==> src/rtl/tm_rec_pkg.sv <==
package tm_rec_pkg;

    localparam int LEVEL_W = 12;
    localparam int CODE_W  = 8;
    localparam int PRIV_W  = 2;
    localparam int SEL_W   = 4;
    localparam int POS_W   = 5;

    localparam logic [POS_W-1:0] POS_FIRST_CAUSE = 5'd8;
    localparam logic [POS_W-1:0] POS_NEST_OVF    = 5'd9;
    localparam logic [POS_W-1:0] POS_IMPL        = 5'd15;
    localparam logic [POS_W-1:0] POS_ABORT       = 5'd31;
    localparam logic [CODE_W-1:0] CODE_NEST_OVF  = 8'h01;

    localparam logic [3:0] COND_OUTER  = 4'b0000;
    localparam logic [3:0] COND_NESTED = 4'b0100;
    localparam logic [3:0] COND_FAILED = 4'b1010;

    typedef enum logic [2:0] {
        ACT_IDLE,
        ACT_OPEN,
        ACT_NEST,
        ACT_POP,
        ACT_CLOSE,
        ACT_SUSP,
        ACT_RESUME,
        ACT_FAIL
    } act_e;

    typedef struct packed {
        logic [CODE_W-1:0] code;
        logic [POS_W-1:0]  cause_pos;
        logic              exact;
    } fail_info_t;

    typedef struct packed {
        logic [CODE_W-1:0] code;
        logic [POS_W-1:0]  cause_pos;
        logic              in_susp;
        logic [PRIV_W-1:0] priv;
        logic              summary;
        logic              exact;
        logic              rollback_only;
    } fail_rec_t;

    function automatic logic [POS_W-1:0] cause_pos_of(input logic [SEL_W-1:0] sel);
        if (sel <= 4'd8)
            return POS_FIRST_CAUSE + POS_W'(sel);
        return POS_IMPL;
    endfunction

    // Position p (0 = most significant) lands at word bit 63-p.
    function automatic logic [63:0] pack_summary(input fail_rec_t r,
                                                 input logic [LEVEL_W-1:0] lvl);
        logic [63:0] w;
        w = '0;
        w[63:56] = r.code;
        if (r.summary)
            w[6'd63 - 6'(r.cause_pos)] = 1'b1;
        w[31]    = r.in_susp;
        w[29:28] = r.priv;
        w[27]    = r.summary;
        w[26]    = r.exact;
        w[25]    = r.rollback_only;
        w[11:0]  = lvl;
        return w;
    endfunction

endpackage

==> src/rtl/tm_event_decode.sv <==
module tm_event_decode
    import tm_rec_pkg::*;
#(
    parameter int MAX_LEVEL = 6
) (
    input  logic               ev_begin,
    input  logic               ev_end,
    input  logic               ev_abort,
    input  logic               ev_suspend,
    input  logic               ev_resume,
    input  logic               ev_fail,
    input  logic [SEL_W-1:0]   ev_cause,
    input  logic [CODE_W-1:0]  ev_fcode,
    input  logic               ev_exact,
    input  logic               in_tx,
    input  logic               in_susp,
    input  logic [LEVEL_W-1:0] level,
    output act_e               act,
    output fail_info_t         finfo
);
    localparam logic [LEVEL_W-1:0] LVL_MAX = LEVEL_W'(MAX_LEVEL);
    localparam logic [LEVEL_W-1:0] LVL_ONE = LEVEL_W'(1);

    always_comb begin
        act             = ACT_IDLE;
        finfo.code      = ev_fcode;
        finfo.cause_pos = cause_pos_of(ev_cause);
        finfo.exact     = ev_exact;
        if (ev_fail && in_tx) begin
            act = ACT_FAIL;
        end else if (ev_abort && in_tx) begin
            act             = ACT_FAIL;
            finfo.cause_pos = POS_ABORT;
            finfo.exact     = 1'b1;
        end else if (ev_begin && !in_susp) begin
            if (!in_tx) begin
                act = ACT_OPEN;
            end else if (level >= LVL_MAX) begin
                act             = ACT_FAIL;
                finfo.code      = CODE_NEST_OVF;
                finfo.cause_pos = POS_NEST_OVF;
                finfo.exact     = 1'b1;
            end else begin
                act = ACT_NEST;
            end
        end else if (ev_end && in_tx && !in_susp) begin
            act = (level == LVL_ONE) ? ACT_CLOSE : ACT_POP;
        end else if (ev_suspend && in_tx && !in_susp) begin
            act = ACT_SUSP;
        end else if (ev_resume && in_susp) begin
            act = ACT_RESUME;
        end
    end

endmodule

==> src/rtl/tm_level_ctr.sv <==
module tm_level_ctr
    import tm_rec_pkg::*;
(
    input  logic               clk,
    input  logic               rst,
    input  act_e               act,
    output logic               in_tx,
    output logic               in_susp,
    output logic [LEVEL_W-1:0] level
);
    always_ff @(posedge clk) begin
        if (rst) begin
            in_tx   <= 1'b0;
            in_susp <= 1'b0;
            level   <= '0;
        end else begin
            unique case (act)
                ACT_OPEN: begin
                    in_tx <= 1'b1;
                    level <= LEVEL_W'(1);
                end
                ACT_NEST:   level <= level + LEVEL_W'(1);
                ACT_POP:    level <= level - LEVEL_W'(1);
                ACT_CLOSE: begin
                    in_tx <= 1'b0;
                    level <= '0;
                end
                ACT_SUSP:   in_susp <= 1'b1;
                ACT_RESUME: in_susp <= 1'b0;
                ACT_FAIL: begin
                    in_tx   <= 1'b0;
                    in_susp <= 1'b0;
                end
                default: ;
            endcase
        end
    end

endmodule

==> src/rtl/tm_fail_capture.sv <==
module tm_fail_capture
    import tm_rec_pkg::*;
#(
    parameter int ADDR_W     = 64,
    parameter int INSN_BYTES = 4
) (
    input  logic              clk,
    input  logic              rst,
    input  act_e              act,
    input  fail_info_t        finfo,
    input  logic [ADDR_W-1:0] ev_pc,
    input  logic              ev_rot,
    input  logic [PRIV_W-1:0] ev_priv,
    input  logic              in_susp,
    output fail_rec_t         rec,
    output logic [ADDR_W-1:0] handler,
    output logic [ADDR_W-1:0] fail_addr,
    output logic [3:0]        cond,
    output logic              redirect_vld,
    output logic [ADDR_W-1:0] redirect_addr
);
    always_ff @(posedge clk) begin
        if (rst) begin
            rec           <= '0;
            handler       <= '0;
            fail_addr     <= '0;
            cond          <= COND_OUTER;
            redirect_vld  <= 1'b0;
            redirect_addr <= '0;
        end else begin
            redirect_vld <= 1'b0;
            unique case (act)
                ACT_OPEN: begin
                    handler           <= ev_pc + ADDR_W'(INSN_BYTES);
                    rec.rollback_only <= ev_rot;
                    cond              <= COND_OUTER;
                end
                ACT_NEST: cond <= COND_NESTED;
                ACT_FAIL: begin
                    rec.code      <= finfo.code;
                    rec.cause_pos <= finfo.cause_pos;
                    rec.exact     <= finfo.exact;
                    rec.in_susp   <= in_susp;
                    rec.priv      <= ev_priv;
                    rec.summary   <= 1'b1;
                    fail_addr     <= ev_pc;
                    cond          <= COND_FAILED;
                    redirect_vld  <= 1'b1;
                    redirect_addr <= handler;
                end
                default: ;
            endcase
        end
    end

endmodule

==> src/rtl/tm_status_rec.sv <==
module tm_status_rec
    import tm_rec_pkg::*;
#(
    parameter int ADDR_W     = 64,
    parameter int MAX_LEVEL  = 6,
    parameter int INSN_BYTES = 4
) (
    input  logic              clk,
    input  logic              rst,
    input  logic              ev_begin,
    input  logic              ev_rot,
    input  logic              ev_end,
    input  logic              ev_abort,
    input  logic              ev_suspend,
    input  logic              ev_resume,
    input  logic              ev_fail,
    input  logic [3:0]        ev_cause,
    input  logic [7:0]        ev_fcode,
    input  logic              ev_exact,
    input  logic [1:0]        ev_priv,
    input  logic [ADDR_W-1:0] ev_pc,
    output logic              tx_active,
    output logic              tx_suspended,
    output logic [3:0]        cond_field,
    output logic              redirect_vld,
    output logic [ADDR_W-1:0] redirect_addr,
    output logic [63:0]       rd_summary,
    output logic [31:0]       rd_summary_hi,
    output logic [ADDR_W-1:0] rd_handler,
    output logic [ADDR_W-1:0] rd_fail_addr
);
    act_e               act;
    fail_info_t         finfo;
    fail_rec_t          rec;
    logic               in_tx;
    logic               in_susp;
    logic [LEVEL_W-1:0] level;

    tm_event_decode #(.MAX_LEVEL(MAX_LEVEL)) u_dec (
        .ev_begin   (ev_begin),
        .ev_end     (ev_end),
        .ev_abort   (ev_abort),
        .ev_suspend (ev_suspend),
        .ev_resume  (ev_resume),
        .ev_fail    (ev_fail),
        .ev_cause   (ev_cause),
        .ev_fcode   (ev_fcode),
        .ev_exact   (ev_exact),
        .in_tx      (in_tx),
        .in_susp    (in_susp),
        .level      (level),
        .act        (act),
        .finfo      (finfo)
    );

    tm_level_ctr u_lvl (
        .clk     (clk),
        .rst     (rst),
        .act     (act),
        .in_tx   (in_tx),
        .in_susp (in_susp),
        .level   (level)
    );

    tm_fail_capture #(.ADDR_W(ADDR_W), .INSN_BYTES(INSN_BYTES)) u_cap (
        .clk           (clk),
        .rst           (rst),
        .act           (act),
        .finfo         (finfo),
        .ev_pc         (ev_pc),
        .ev_rot        (ev_rot),
        .ev_priv       (ev_priv),
        .in_susp       (in_susp),
        .rec           (rec),
        .handler       (rd_handler),
        .fail_addr     (rd_fail_addr),
        .cond          (cond_field),
        .redirect_vld  (redirect_vld),
        .redirect_addr (redirect_addr)
    );

    assign tx_active     = in_tx;
    assign tx_suspended  = in_susp;
    assign rd_summary    = pack_summary(rec, level);
    assign rd_summary_hi = rd_summary[63:32];

endmodule

==> config.mk <==
export PLATFORM = sky130hd
export DESIGN_NAME = tm_status_rec
export DESIGN_NICKNAME = d
export VERILOG_FILES = /design/src/rtl/tm_rec_pkg.sv /design/src/rtl/tm_event_decode.sv /design/src/rtl/tm_level_ctr.sv /design/src/rtl/tm_fail_capture.sv /design/src/rtl/tm_status_rec.sv
export SDC_FILE = /design/constraint.sdc
export NUM_CORES = 1
export LEC_CHECK = 0
export BUFFER_PORTS_ARGS = -buffer_cell sky130_fd_sc_hd__buf_2
export CAP_MARGIN = 0
export CORE_ASPECT_RATIO = 1.25
export CORE_MARGIN = 2
export CORE_UTILIZATION = 45
export DETAILED_ROUTE_END_ITERATION = 8
export MAX_ROUTING_LAYER = met4
export PLACE_DENSITY = 0.82
export SLEW_MARGIN = 5
export SYNTH_ARGS = -nofsm -noshare
export SYNTH_HDL_FRONTEND = slang
export SYNTH_SLANG_ARGS = --single-unit
export TNS_END_PERCENT = 1
==> constraint.sdc <==
create_clock -name clk -period 2.2 [get_ports clk]
set_input_delay 0.22 -clock clk [delete_from_list [all_inputs] [get_ports clk]]
set_output_delay 0.22 -clock clk [all_outputs]
set_load 0.005 [all_outputs]
==> flow_metrics.env <==
export IMPL_status="finished, violations left"
export IMPL_violations="DRC, setup timing"
export IMPL_gp_congestion=0.871
export IMPL_post_route_period_util_pct=114
export IMPL_drc_errors=31
export IMPL_hold_start="ev_cause[0]"
export IMPL_cp_startpoint="u_lvl.level[4]$_SDFFE_PP0P_"
export IMPL_setup_viol=227
export IMPL_dpl_cell_count=1893
export IMPL_layout_cells_non_filler=2015
export IMPL_ys_ff_latch=228
export IMPL_synthFlopType="dfxtp_1"
export IMPL_async_flop_share_pct=0
export IMPL_cellPowerDensity_nw_per_um2=1480
export IMPL_drt_total_wl_um=37500
export IMPL_drive_gt1_share_pct=37.2
export IMPL_core_um2=22900
export IMPL_worstMarginPinSlew_ns=0.564
export IMPL_slew_viol_final=0
export IMPL_synth_edf_count=0
export IMPL_yosys_area_top_type_share_pct=43.8
export IMPL_setup_ws_ns=-0.315
export IMPL_cts_tree="built"
export IMPL_critical_path_class="flip-flop to flip-flop"
export IMPL_ff_latch_area_um2=4570
export IMPL_drv_cap=0
export IMPL_dp_slack_ns=-0.326
export IMPL_seq_area_frac_synth_pct=43.8
export IMPL_grt_pass1_wl_um=55400
export IMPL_cts_sinks=228
export IMPL_synth_warnings=0
export IMPL_ant_nets=0
export IMPL_peakVddDrop_uv=801
export IMPL_die_h_um=174
export IMPL_cts_buffers=23
export IMPL_portBuffers=367
export IMPL_syn_cell_area_um2=10400
export IMPL_p_int_mw=12.9
export IMPL_critPathMaxFanout=20
export IMPL_comb_power_share_pct=51.4
export IMPL_num_vias=11200
export IMPL_skew_ns=0.0110
export IMPL_cts_max_level=1
export IMPL_pwr_share_seq_pct=29.9
export IMPL_holdCritPathClass="input port to flip-flop"
export IMPL_avgViaCountPerCell=5.55
export IMPL_hpwl_um=24300
export IMPL_track_usage_pct=28.8
export IMPL_final_cell_mix="buf_2, nand2_1, dfxtp_1"
export IMPL_report_final_hold_viol_count=0
export IMPL_multiInputGateArea_um2=5350
export IMPL_r2r_start="u_lvl.level[4]$_SDFFE_PP0P_"
export IMPL_grt_pass1_vias=10800
export IMPL_fin_nets=1803
export IMPL_yosys_top_cells_area="dfxtp_1, nand2_1, a21oi_1, a211oi_2, nor2_1"
export IMPL_wire_per_inst_um=18.6
export IMPL_grt_overflow=0
export IMPL_cts_path_max_buffers=3
export IMPL_p_leak_nw=6.36
export IMPL_crit_required_ns=2.64
export IMPL_num_io_pins=383
export IMPL_rsz0062_at_grt="yes"
export IMPL_p_switching_mw=8.82
export IMPL_fp_dieW_um=140
export IMPL_antenna_found_initial=0
export IMPL_placementRows=62
export IMPL_cts_root_buf="clkbuf_16"
export IMPL_syn_inst=1281
export IMPL_fin_util_pct=64.2
export IMPL_synth_distinct_cells=54
export IMPL_syn_area_per_cell_um2=8.13
export IMPL_cp_end_kind="flip-flop"
export IMPL_power_frac_clock_pct=18.7
export IMPL_antenna_cells=0
export IMPL_drt_iter0_drc=722
export IMPL_grt_max_degree=78
export IMPL_first_pass_iters=8
export IMPL_fillerInstances=1764
export IMPL_clkLatencyLatePin_ns=0.52
export IMPL_dieArea_um2=24400
export IMPL_start_kind="flip-flop"
export IMPL_post_route_min_period_ns=2.52
export IMPL_yosys_area_top_type="dfxtp_1"
export IMPL_syn_to_final_growth_pct=41.1
export IMPL_p_sw_share_pct=40.6
export IMPL_worstPathArrival_ns=2.95
export IMPL_layout_commonest_cell="buf_2"
export IMPL_start_util_pct=45.5
export IMPL_cts_clk_slew_worst_paths_ns=0.07
export IMPL_timing_fmax_mhz=398
export IMPL_maxSlewHeadroom_pct=62.2
==> power by group through the flow <==
stage	Combinational [mW]	Sequential [mW]	Clock, mW
global route	11.9	6.62	4.25
floorplan	5.40	6.38	0
finish	11.2	6.49	4.05
global placement	8.84	6.44	0
CTS	10.1	6.40	4.10
detailed placement	9.15	6.46	0
==> layout make-up <==
cell class,instances,area share (%)
multi-input combinational,914,36.4
sequential,228,31.1
timing repair buffer,528,24.4
clock buffer,30,4.23
tap,288,2.45
clock inverter,12,1.00
inverter,15,0.383
==> cells by family (layout without fill, tap and decap cells) <==
group                      count (synthesis)  after routing  synth area share, %
and+or+nand+nor                          565            565                 23.5
AOI/OAI and AO/OA                        265            265                 18.6
DFF                                      228            228                 43.8
buffers and inverters                    153            585                 8.05
xor gates and xnor gates                  60             60                 5.05
adders and majority gates                  5              5                0.601
muxes                                      4              4                0.384
other                                      1             15               0.0360
==> flip-flops by register name (all words and copies together) (netlist names) <==
name	cells
u_cap.fail_addr	64
u_cap.handler	64
u_cap.redirect_addr	64
u_cap.rec	19
u_lvl.level	12
u_cap.cond	2
u_cap.redirect_vld	1
u_lvl.in_susp	1
u_lvl.in_tx	1
==> cells in the mapped netlist, drive strengths merged, types with 3 or more instances <==
library cell	n
nand2	298
o21ai	7
a311oi	6
inv	15
nor3	28
nor4	7
ha	5
a21oi	143
o31a	3
nor2	134
o211ai	3
and3	7
a211oi	65
clkbuf	58
o31ai	6
xnor2	37
or3b	4
or4	3
buf	80
nand4	20
nor3b	4
nand3	38
nand3b	7
a31oi	6
nand2b	5
dfxtp	228
a21o	7
mux2i	4
xor2	23
a22oi	7
==> stage by stage <==
stage,TNS (ns),total power [mW],cell area [um^2],hold WS (ns)
global route,-68.86,22.8,14700,0.0147
detailed placement,-41.13,15.6,12700,0.440
floorplan,-20.82,11.8,10500,0.316
CTS,-45.81,20.6,14300,0.00177
finish,-51.29,21.7,14700,0.0119
global placement,-29.43,15.3,12700,0.435
==> layer usage <==
layer,track usage [%],share of wire (%)
met5,-,0
met2,51.8,51
met4,15.4,5.8
met1,29.9,36
met3,4.74,6.9
==> final timing paths <==
kind                                     endpoint  depth (start not counted)  slack (ns)
min                     u_cap.rec[6]$_SDFFE_PP0P_                          3        0.01
max reg2reg      u_cap.fail_addr[61]$_SDFFE_PP0P_                         10       -0.32
max              u_cap.fail_addr[61]$_SDFFE_PP0P_                         10       -0.32
min reg2reg  u_cap.redirect_addr[17]$_SDFFE_PP0P_                          2        0.45
==> critical path: stages (launching register included) <==
cell and delay, ns:
dfxtp_2 0.32, or4_4 0.57, nor4b_4 0.40, buf_4 0.20, buf_6 0.12, nor2_4 0.04
nor2_4 0.18, buf_12 0.19, buf_12 0.17, nand2_1 0.07, a21oi_1 0.17
==> repair_timing <==
item / CTS / global route
cloned: 2 / 5
endpoints found under the hold margin: 61 / 0
setup buffers: 12 / 2
hold buffers: 59 / 0
resized for setup: 33 / 61
endpoints found under the setup margin: 222 / 232
pin swaps: 17 / 33
Note: power is estimated with default switching activity, not from simulation.
